**src/rtl/pwm_bank_pkg.sv**
```systemverilog
package pwm_bank_pkg;

  localparam int CNT_W   = 16;
  localparam int WORD_W  = 32;
  localparam int RUN_BIT = 31;
  localparam int CMT_BIT = 30;
  localparam int HI_LSB  = 16;

  typedef struct packed {
    logic [CNT_W-1:0] hi;
    logic [CNT_W-1:0] div;
    logic [CNT_W-1:0] pre;
  } chan_cfg_t;

  localparam chan_cfg_t CFG_DEFAULT = '{hi: '0, div: CNT_W'(1), pre: '0};

endpackage

```
**src/rtl/pwm_timebase.sv**
```systemverilog
module pwm_timebase #(
  parameter int W = 16
) (
  input  logic         clk,
  input  logic         rst_n,
  input  logic         restart,
  input  logic         run,
  input  logic [W-1:0] pre,
  input  logic [W-1:0] div,
  output logic [W-1:0] step,
  output logic         last
);

  logic [W-1:0] tick_q;
  logic [W-1:0] step_q;

  always_ff @(posedge clk or negedge rst_n) begin
    if (!rst_n) begin
      tick_q <= '0;
      step_q <= '0;
    end else if (restart) begin
      tick_q <= '0;
      step_q <= '0;
    end else if (run) begin
      if (tick_q == pre) begin
        tick_q <= '0;
        step_q <= (step_q == div) ? '0 : step_q + W'(1);
      end else begin
        tick_q <= tick_q + W'(1);
      end
    end
  end

  assign step = step_q;
  assign last = run && (tick_q == pre) && (step_q == div);

  // counters never leave the range set by the active settings
  assert_cnt_bound_R3: assert property (@(posedge clk) disable iff (!rst_n)
    run |-> (tick_q <= pre && step_q <= div));

endmodule

```
**src/rtl/pwm_chan.sv**
```systemverilog
module pwm_chan
  import pwm_bank_pkg::*;
(
  input  logic              clk,
  input  logic              rst_n,
  input  logic              wr_word0,
  input  logic              wr_word1,
  input  logic [WORD_W-1:0] wdata,
  output logic [WORD_W-1:0] rd_word0,
  output logic [WORD_W-1:0] rd_word1,
  output logic              pwm_o
);

  chan_cfg_t        pend_q;
  chan_cfg_t        act_q;
  logic             run_en_q;
  logic             cmt_q;
  logic             active_q;
  logic [CNT_W-1:0] step;
  logic             last;
  logic             stop;
  logic             load;
  logic             set_cmt;

  assign stop    = active_q && last && !run_en_q;
  assign load    = cmt_q && !stop && (active_q ? last : run_en_q);
  assign set_cmt = wr_word1 && wdata[CMT_BIT];

  pwm_timebase #(.W(CNT_W)) u_tb (
    .clk     (clk),
    .rst_n   (rst_n),
    .restart (load && !active_q),
    .run     (active_q),
    .pre     (act_q.pre),
    .div     (act_q.div),
    .step    (step),
    .last    (last)
  );

  always_ff @(posedge clk or negedge rst_n) begin
    if (!rst_n) begin
      pend_q   <= CFG_DEFAULT;
      act_q    <= CFG_DEFAULT;
      run_en_q <= 1'b0;
      cmt_q    <= 1'b0;
      active_q <= 1'b0;
    end else begin
      if (stop) begin
        active_q  <= 1'b0;
        act_q.pre <= '0;
        act_q.div <= CNT_W'(1);
        cmt_q     <= 1'b0;
      end else if (load) begin
        act_q    <= pend_q;
        active_q <= 1'b1;
        cmt_q    <= 1'b0;
      end
      if (wr_word0) begin
        pend_q.hi  <= wdata[HI_LSB +: CNT_W];
        pend_q.div <= wdata[CNT_W-1:0];
      end
      if (wr_word1) begin
        pend_q.pre <= wdata[CNT_W-1:0];
        run_en_q   <= wdata[RUN_BIT];
      end
      if (set_cmt) cmt_q <= 1'b1;
    end
  end

  assign pwm_o    = active_q && (step < act_q.hi);
  assign rd_word0 = {act_q.hi, act_q.div};
  assign rd_word1 = {run_en_q, cmt_q, (WORD_W-CNT_W-2)'(0), act_q.pre};

  // active settings hold for the whole period
  assert_hold_R6: assert property (@(posedge clk) disable iff (!rst_n)
    (active_q && !last) |=> $stable(act_q));

  // a consumed commit clears unless rewritten on the same edge
  assert_cmt_clear_R7: assert property (@(posedge clk) disable iff (!rst_n)
    (load && !set_cmt) |=> !cmt_q);

  // a stopped channel holds default prescaler and divider
  assert_stop_defaults_R9: assert property (@(posedge clk) disable iff (!rst_n)
    $fell(active_q) |-> (act_q.pre == '0 && act_q.div == CNT_W'(1)));

  // run plus commit on an idle channel starts on the next edge
  assert_start_R4: assert property (@(posedge clk) disable iff (!rst_n)
    (!active_q && run_en_q && cmt_q) |=> active_q);

endmodule

```
**src/rtl/pwm_bank.sv**
```systemverilog
module pwm_bank
  import pwm_bank_pkg::*;
#(
  parameter int NUM_CH = 4,
  parameter int ADDR_W = 4
) (
  input  logic              clk,
  input  logic              rst_n,
  input  logic [ADDR_W-1:0] reg_addr,
  input  logic              reg_wr_en,
  input  logic [WORD_W-1:0] reg_wdata,
  output logic [WORD_W-1:0] reg_rdata,
  output logic [NUM_CH-1:0] pwm_out
);

  localparam int SEL_W = ADDR_W - 1;

  logic [SEL_W-1:0]  ch_sel;
  logic              mapped;
  logic [WORD_W-1:0] rd0_a [NUM_CH];
  logic [WORD_W-1:0] rd1_a [NUM_CH];

  assign ch_sel = reg_addr[ADDR_W-1:1];
  assign mapped = (int'(ch_sel) < NUM_CH);

  for (genvar g = 0; g < NUM_CH; g++) begin : g_ch
    logic hit;
    assign hit = reg_wr_en && mapped && (ch_sel == SEL_W'(g));

    pwm_chan u_chan (
      .clk      (clk),
      .rst_n    (rst_n),
      .wr_word0 (hit && !reg_addr[0]),
      .wr_word1 (hit && reg_addr[0]),
      .wdata    (reg_wdata),
      .rd_word0 (rd0_a[g]),
      .rd_word1 (rd1_a[g]),
      .pwm_o    (pwm_out[g])
    );
  end

  always_comb begin
    reg_rdata = '0;
    for (int i = 0; i < NUM_CH; i++) begin
      if (mapped && ch_sel == SEL_W'(i))
        reg_rdata = reg_addr[0] ? rd1_a[i] : rd0_a[i];
    end
  end

endmodule

```
**config.mk**
```make
export PLATFORM = sky130hd
export DESIGN_NAME = pwm_bank
export DESIGN_NICKNAME = d
export VERILOG_FILES = /design/src/rtl/pwm_bank_pkg.sv /design/src/rtl/pwm_timebase.sv /design/src/rtl/pwm_chan.sv /design/src/rtl/pwm_bank.sv
export SDC_FILE = /design/constraint.sdc
export NUM_CORES = 1
export LEC_CHECK = 0
export BUFFER_PORTS_ARGS = -buffer_cell sky130_fd_sc_hd__buf_2
export CORE_UTILIZATION = 30
export CTS_CLUSTER_DIAMETER = 60
export DETAILED_ROUTE_END_ITERATION = 6
export MAX_ROUTING_LAYER = met4
export PLACE_DENSITY = 0.41
export SYNTH_ARGS = -nofsm -noshare
export SYNTH_HDL_FRONTEND = slang
export SYNTH_SLANG_ARGS = --single-unit
```
**constraint.sdc**
```tcl
create_clock -name clk -period 3.1 [get_ports clk]
set_input_delay 0 -clock clk [delete_from_list [all_inputs] [get_ports clk]]
set_output_delay 0 -clock clk [all_outputs]
set_load 0.02 [all_outputs]
```
# After elaboration in Yosys (flattened, before gate mapping)
# Cells that the tools add are included.
# Widths: inputs -> output; s select.
[word_totals]
mem_bits_rw = 0
elab_cells = 231
inputBits = 39
register_bits = 524
mem_count = 0
latchBits = 0
mem_bits_ro = 0
out_inout_bits = 36
[classes]
addsub = 8
n_mul = 0
n_eq_ne = 11
order_cmp = 5
n_bitwise = 4
n_div = 0
n_shift = 0
n_mux = 68
reduce_logical = 91
[ops]
columns = ["op", "n"]
rows = [
  ["$mux 32", 16],
  ["$mux 16", 28],
  ["$add 16x1->16 const B", 8],
  ["$eq 16x16->1", 8],
  ["$lt 16x16->1", 4],
  ["$logic_and 1x1->1", 53],
  ["$mux 1", 24],
  ["$reduce_bool 2->1", 12],
  ["$reduce_and 2->1", 8],
  ["$logic_not 1->1", 13],
  ["$reduce_bool 3->1", 4],
  ["$eq 3x2->1 const B", 2],
  ["$not 1->1", 4],
  ["$eq 3x1->1 const B", 1],
  ["$logic_not 3->1", 1],
  ["$lt 3x3->1 const B", 1],
]

# Logic depth before layout (Yosys ltp)
[logic_depth]
word_depth = 11
depth_mapped = 9
depth_no_buf = 7

# By module
# A second synthesis with hierarchy kept.
[unflattened]
cells_unflattened = 2349
hier_area_um2 = 28069.4
[modules_own_cells]
columns = ["module", "seq_area_each_um2", "area_each_um2", "cells_each", "instances"]
rows = [
  ["pwm_chan", 2479.9, 4139.0, 292, 4],
  ["pwm_timebase (g_ch[1].u_chan.u_tb ...)", 800.8, 2326.0, 252, 3],
  ["pwm_timebase (g_ch[0].u_chan.u_tb)", 800.8, 2417.3, 260, 1],
  ["pwm_bank", 0.0, 2118.3, 165, 1],
]

# Worst setup path after synthesis
# No wires, ideal clock.
[synth_path]
kind = "register to register"
start = "reg g_ch[3].u_chan.u_tb.tick_q[0]"
end = "reg g_ch[3].u_chan.act_q (netlist bit g_ch[3].u_chan.rd_word0[22])"
arrival_time_ns = 2.336
setup_slack_ns = 0.636
stages_incl_launch_ff = 10
required_ns = 2.973
setup_ns = 0.127
period_less_slack_ns = 2.464
path_buffers = 3
cell_sequence = "dfrtp_1 -> xnor2_1 -> nand4_2 -> or4_1 -> buf_2 -> o21ai_4 -> and2_1 -> buf_6 -> buf_6 -> mux2_1"
[synth_via]
elab_chain_cells = 9
word_cells_on_any_way = 11
cone_classes = "1 x eq/ne; 1 x mux; 1 x bitwise; 8 x reduce/logical"
[synth_lines]
columns = ["item", "line", "text"]
rows = [
  ["start: declaration", "pwm_timebase.sv:14", "logic [W-1:0] tick_q;"],
  ["start signal: assignment", "pwm_timebase.sv:29", "tick_q <= tick_q + W'(1);"],
  ["$eq 16x16->1 *", "pwm_timebase.sv:35", "assign last = run && (tick_q == pre) && (step_q == div);"],
  ["$logic_and 1x1->1 * (2 in series)", "pwm_timebase.sv:35", ""],
  ["$logic_and 1x1->1 (2 in series)", "pwm_chan.sv:25", "assign stop = active_q && last && !run_en_q;"],
  ["$logic_not 1->1", "pwm_chan.sv:26", "assign load = cmt_q && !stop && (active_q ? last : run_en_q);"],
  ["$logic_and 1x1->1 (2 in series)", "pwm_chan.sv:26", ""],
  ["$reduce_and 2->1 (no line) *", "--", ""],
  ["end signal: assignment", "pwm_chan.sv:54", "act_q <= pend_q;"],
  ["end: declaration", "pwm_chan.sv:15", "chan_cfg_t act_q;"],
]
# Every way passes the cells marked *; elsewhere a longest branch is shown, timed or not.
# A chain may end at the register's enable or synchronous reset.

# Worst setup path after layout
[layout_path]
start = "reg g_ch[1].u_chan.act_q (netlist bit g_ch[1].u_chan.rd_word0[25])"
end = "out pwm_out[1]"
[layout_via]
elab_chain_cells = 2
[layout_lines]
columns = ["item", "line", "text"]
rows = [
  ["start: declaration", "pwm_chan.sv:15", ""],
  ["start signal: assignment", "pwm_chan.sv:54", ""],
  ["$lt 16x16->1", "pwm_chan.sv:70", "assign pwm_o = active_q && (step < act_q.hi);"],
  ["$logic_and 1x1->1", "pwm_chan.sv:70", ""],
  ["end: declaration", "pwm_bank.sv:13", "output logic [NUM_CH-1:0] pwm_out"],
]
# Every way passes these cells.

==> impl_metrics.env <==
export IMPL_status="finished with violations"
export IMPL_violations="hold timing"
export IMPL_cts_root_buffer="clkbuf_16"
export IMPL_firstDrtPassIters=5
export IMPL_rows=109
export IMPL_synth_cell_type_count=71
export IMPL_tns_ns=0
export IMPL_fmax_mhz=346
export IMPL_fin_crit_ns=2.89
export IMPL_grt_start_max_net_pins=71
export IMPL_gp_congestion=0.937
export IMPL_synth_edf_count=0
export IMPL_core_area_sq_um=88800
export IMPL_synthTopCellsByArea="dfrtp_1 48%, mux2_2 9.4%, o21ai_0 5.2%"
export IMPL_postSynthAreaPerCell_sq_um=10.2
export IMPL_hold_path_class="in2async"
export IMPL_synth_seq_cells=524
export IMPL_synthCells=2658
export IMPL_finalMaxSlewViolations=0
export IMPL_cts_made_buffers=73
export IMPL_grt_total_usage_pct=21.3
export IMPL_die_w_um=302
export IMPL_drive_above_1_share_pct=19.2
export IMPL_io_pins=75
export IMPL_synth_xor_area_share_pct=6.01
export IMPL_cts_tree="yes"
export IMPL_synth_mux_area_share_pct=11.2
export IMPL_htree_levels=3
export IMPL_skew_ns=0.0241
export IMPL_synth_nets=2765
export IMPL_slew_limit_headroom_pct=30.1
export IMPL_place_hpwl_um=66100
export IMPL_avgRoutedWirePerCell_um=23.4
export IMPL_finalWorstSetupSlack_ns=0.207
export IMPL_viasPerCell=5.21
export IMPL_hold_violations=2
export IMPL_die_area_sq_um=91400
export IMPL_grt_pass1_wl_um=141000
export IMPL_yosys_area_share_simple_pct=13.2
export IMPL_cp_max_fo=3
export IMPL_port_buffers=74
export IMPL_grt_pass1_vias=20500
export IMPL_antenna_found_initial=7
export IMPL_synth_top_family_by_area="compound AO/OA/AOI/OAI gates"
export IMPL_instances_no_fill=4001
export IMPL_drc_errors=0
export IMPL_async_flop_share_pct=100
export IMPL_insertion_delay_ns=0.62
export IMPL_post_cts_buffers=0
export IMPL_post_place_ws_ns=0.315
export IMPL_setup_viol=0
export IMPL_hold_slack_ns=-0.00779
export IMPL_p_leak_uw=0.0139
export IMPL_synth_area_sq_um=27100
export IMPL_yosys_warnings=0
export IMPL_nFillCells=8791
export IMPL_finalNetCount=2882
export IMPL_power_density_nw_per_um2=815
export IMPL_clock_path_buffers=3
export IMPL_crit_path_end_kind="primary output"
export IMPL_ant_nets=0
export IMPL_p_total_uw=26100
export IMPL_synth_top_cell_area_share_pct=47.7
export IMPL_min_period_over_period_pct=93.3
export IMPL_area_growth_pct=18.3
export IMPL_drv_cap=0
export IMPL_worstMarginPinSlew_ns=1.05
export IMPL_cts_sinks=524
export IMPL_synth_adder_area_share_pct=3.15
export IMPL_ys_seq_area_share_pct=48.5
export IMPL_final_core_util_pct=36.0
export IMPL_vias=20900
export IMPL_die_h_um=302
export IMPL_first_iter_violations=1552
export IMPL_rr_worst_depth=7
export IMPL_cp_start_kind="flip-flop"
export IMPL_crit_arrival_ns=2.89
export IMPL_rsz0062_at_grt="false"
export IMPL_gr_total_overflow=0
export IMPL_critical_path_class="reg2out"
export IMPL_required_ns=3.10
export IMPL_ir_drop_mv=0.400
export IMPL_synth_main_ff_cell="dfrtp_1"
export IMPL_synth_compound_area_share_pct=13.6
export IMPL_place_inst=3830
export IMPL_drt_total_wl_um=93700
export IMPL_r2r_setup_slack_ns=0.27
export IMPL_clkTransAtPathRegs_ns=0.06
export IMPL_initial_core_util_pct=30.5
export IMPL_synth_top_area_cell="dfrtp_1"
==> registers in the layout, indices dropped and copies added, names as in the netlist <==
name / flops
g_ch.u_chan.pend_q: 192
g_ch.u_chan.rd_word0: 128
g_ch.u_chan.rd_word1: 64
g_ch.u_chan.u_tb.step: 64
g_ch.u_chan.u_tb.tick_q: 64
g_ch.u_chan.active_q: 4
g_ch.u_chan.cmt_q: 4
g_ch.u_chan.run_en_q: 4
==> critical path: stages, from the launching register on <==
cell,delay [ns]
dfrtp_1,0.40
inv_1,0.22
ha_1,0.30
a21o_1,0.19
a21o_1,0.18
a21oi_1,0.17
o211ai_1,0.14
a221oi_2,0.44
buf_2,0.24
==> cell usage in the layout, fill, tap and decap left out, types with 40 or more instances in the layout <==
cell type / netlist / layout
a21oi_1: 57 / 56
and3_1: 40 / 40
buf_2: 8 / 72
buf_4: 4 / 73
clkbuf_16: 0 / 78
dfrtp_1: 516 / 516
ha_1: 68 / 68
inv_1: 143 / 143
mux2_2: 227 / 227
nand2_1: 230 / 230
nand3_1: 90 / 89
nand4_1: 57 / 57
nor2_1: 132 / 130
nor2b_1: 51 / 50
o211ai_1: 64 / 64
o21ai_0: 282 / 282
xnor2_1: 119 / 119
xor2_1: 63 / 63
==> worst paths after layout <==
kind	startpoint	endpoint
worst max-delay path	g_ch[1].u_chan.rd_word0[25]	pwm_out[1]
worst min-delay path	rst_n	g_ch[1].u_chan.u_tb.tick_q[7]
worst max register to register	g_ch[3].u_chan.u_tb.tick_q[9]	g_ch[3].u_chan.rd_word0[14]
worst min register to register	g_ch[3].u_chan.pend_q[41]	g_ch[3].u_chan.rd_word0[25]
max in group asynchronous	rst_n	g_ch[3].u_chan.rd_word1[9]
min in group clk	reg_wdata[27]	g_ch[2].u_chan.pend_q[43]
==> cells by family (layout without fill, tap and decap cells) <==
logic type,count (synthesis),in the layout
AO/OA/AOI/OAI,601,601
XOR/XNOR,184,184
adder cells (fa/ha/maj),68,68
buffers and inverters,293,467
flip-flops,524,524
multiplexers,273,273
other,0,4
AND/OR/NAND/NOR,715,715
==> layout make-up <==
class,instances,area [sq um],area share (%)
Antenna cell,4,10.0,0.0313
Timing Repair Buffer,192,1490,4.67
Clock inverter,25,329,1.03
Tap cell,1165,1460,4.56
Multi-Input combinational cell,1841,12800,40.1
Clock buffer,107,2220,6.94
Sequential cell,524,13100,41.0
Inverter,143,537,1.68
==> cells in the mapped netlist (6+ instances only) <==
master and number:
o211ai_1 64, a221o_1 31, o31ai_1 8, dfstp_2 8, mux2_2 227, o21ai_0 282, nand2_1 230, mux2_1 9
nor3_1 21, dfrtp_1 516, nand4_1 57, buf_1 12, buf_6 6, o21ai_1 30, nand3_1 90, a211oi_1 28
xnor2_1 119, nor2_1 132, inv_1 143, and2_1 14, nand2b_1 26, nor4_1 14, ha_1 68, a21o_1 24
o22ai_1 31, mux2i_1 37, a21oi_1 57, xor2_1 63, and3_1 40, nor2b_1 51, clkbuf_1 118, buf_2 8
==> stage by stage <==
stage               instance area (sq um)  hold slack (ns)
global placement                    29100           0.0804
floorplan                           27100           -0.296
global route                        32000           0.0315
CTS                                 32000          0.00574
finish                              32000         -0.00779
detailed placement                  29100           0.0762
==> routing by layer <==
layer	track usage (%)	vias to the layer above	wire, um
li1	-	9674	-
met1	30.2	10500	44600
met2	31.1	551	41400
met3	4.19	127	5510
met4	5.22	0	2110
met5	-	-	0
==> where the power goes <==
group | internal, uW | total (uW) | switching (uW)
Sequential | 8620 | 10600 | 2000
Clock | 5490 | 8810 | 3320
Combinational | 2900 | 6640 | 3740
Total | 17000 | 26100 | 9060
==> timing repair <==
| item | in CTS | in global routing |
|---|---|---|
| hold buffers | 35 | 0 |
| hold endpoints to repair | 572 | 0 |
| resized for setup | 1 | 1 |
| setup endpoints to repair | 1 | 1 |
| pin swaps | 0 | 0 |
No activity file was read; power rests on OpenSTA's default activity.
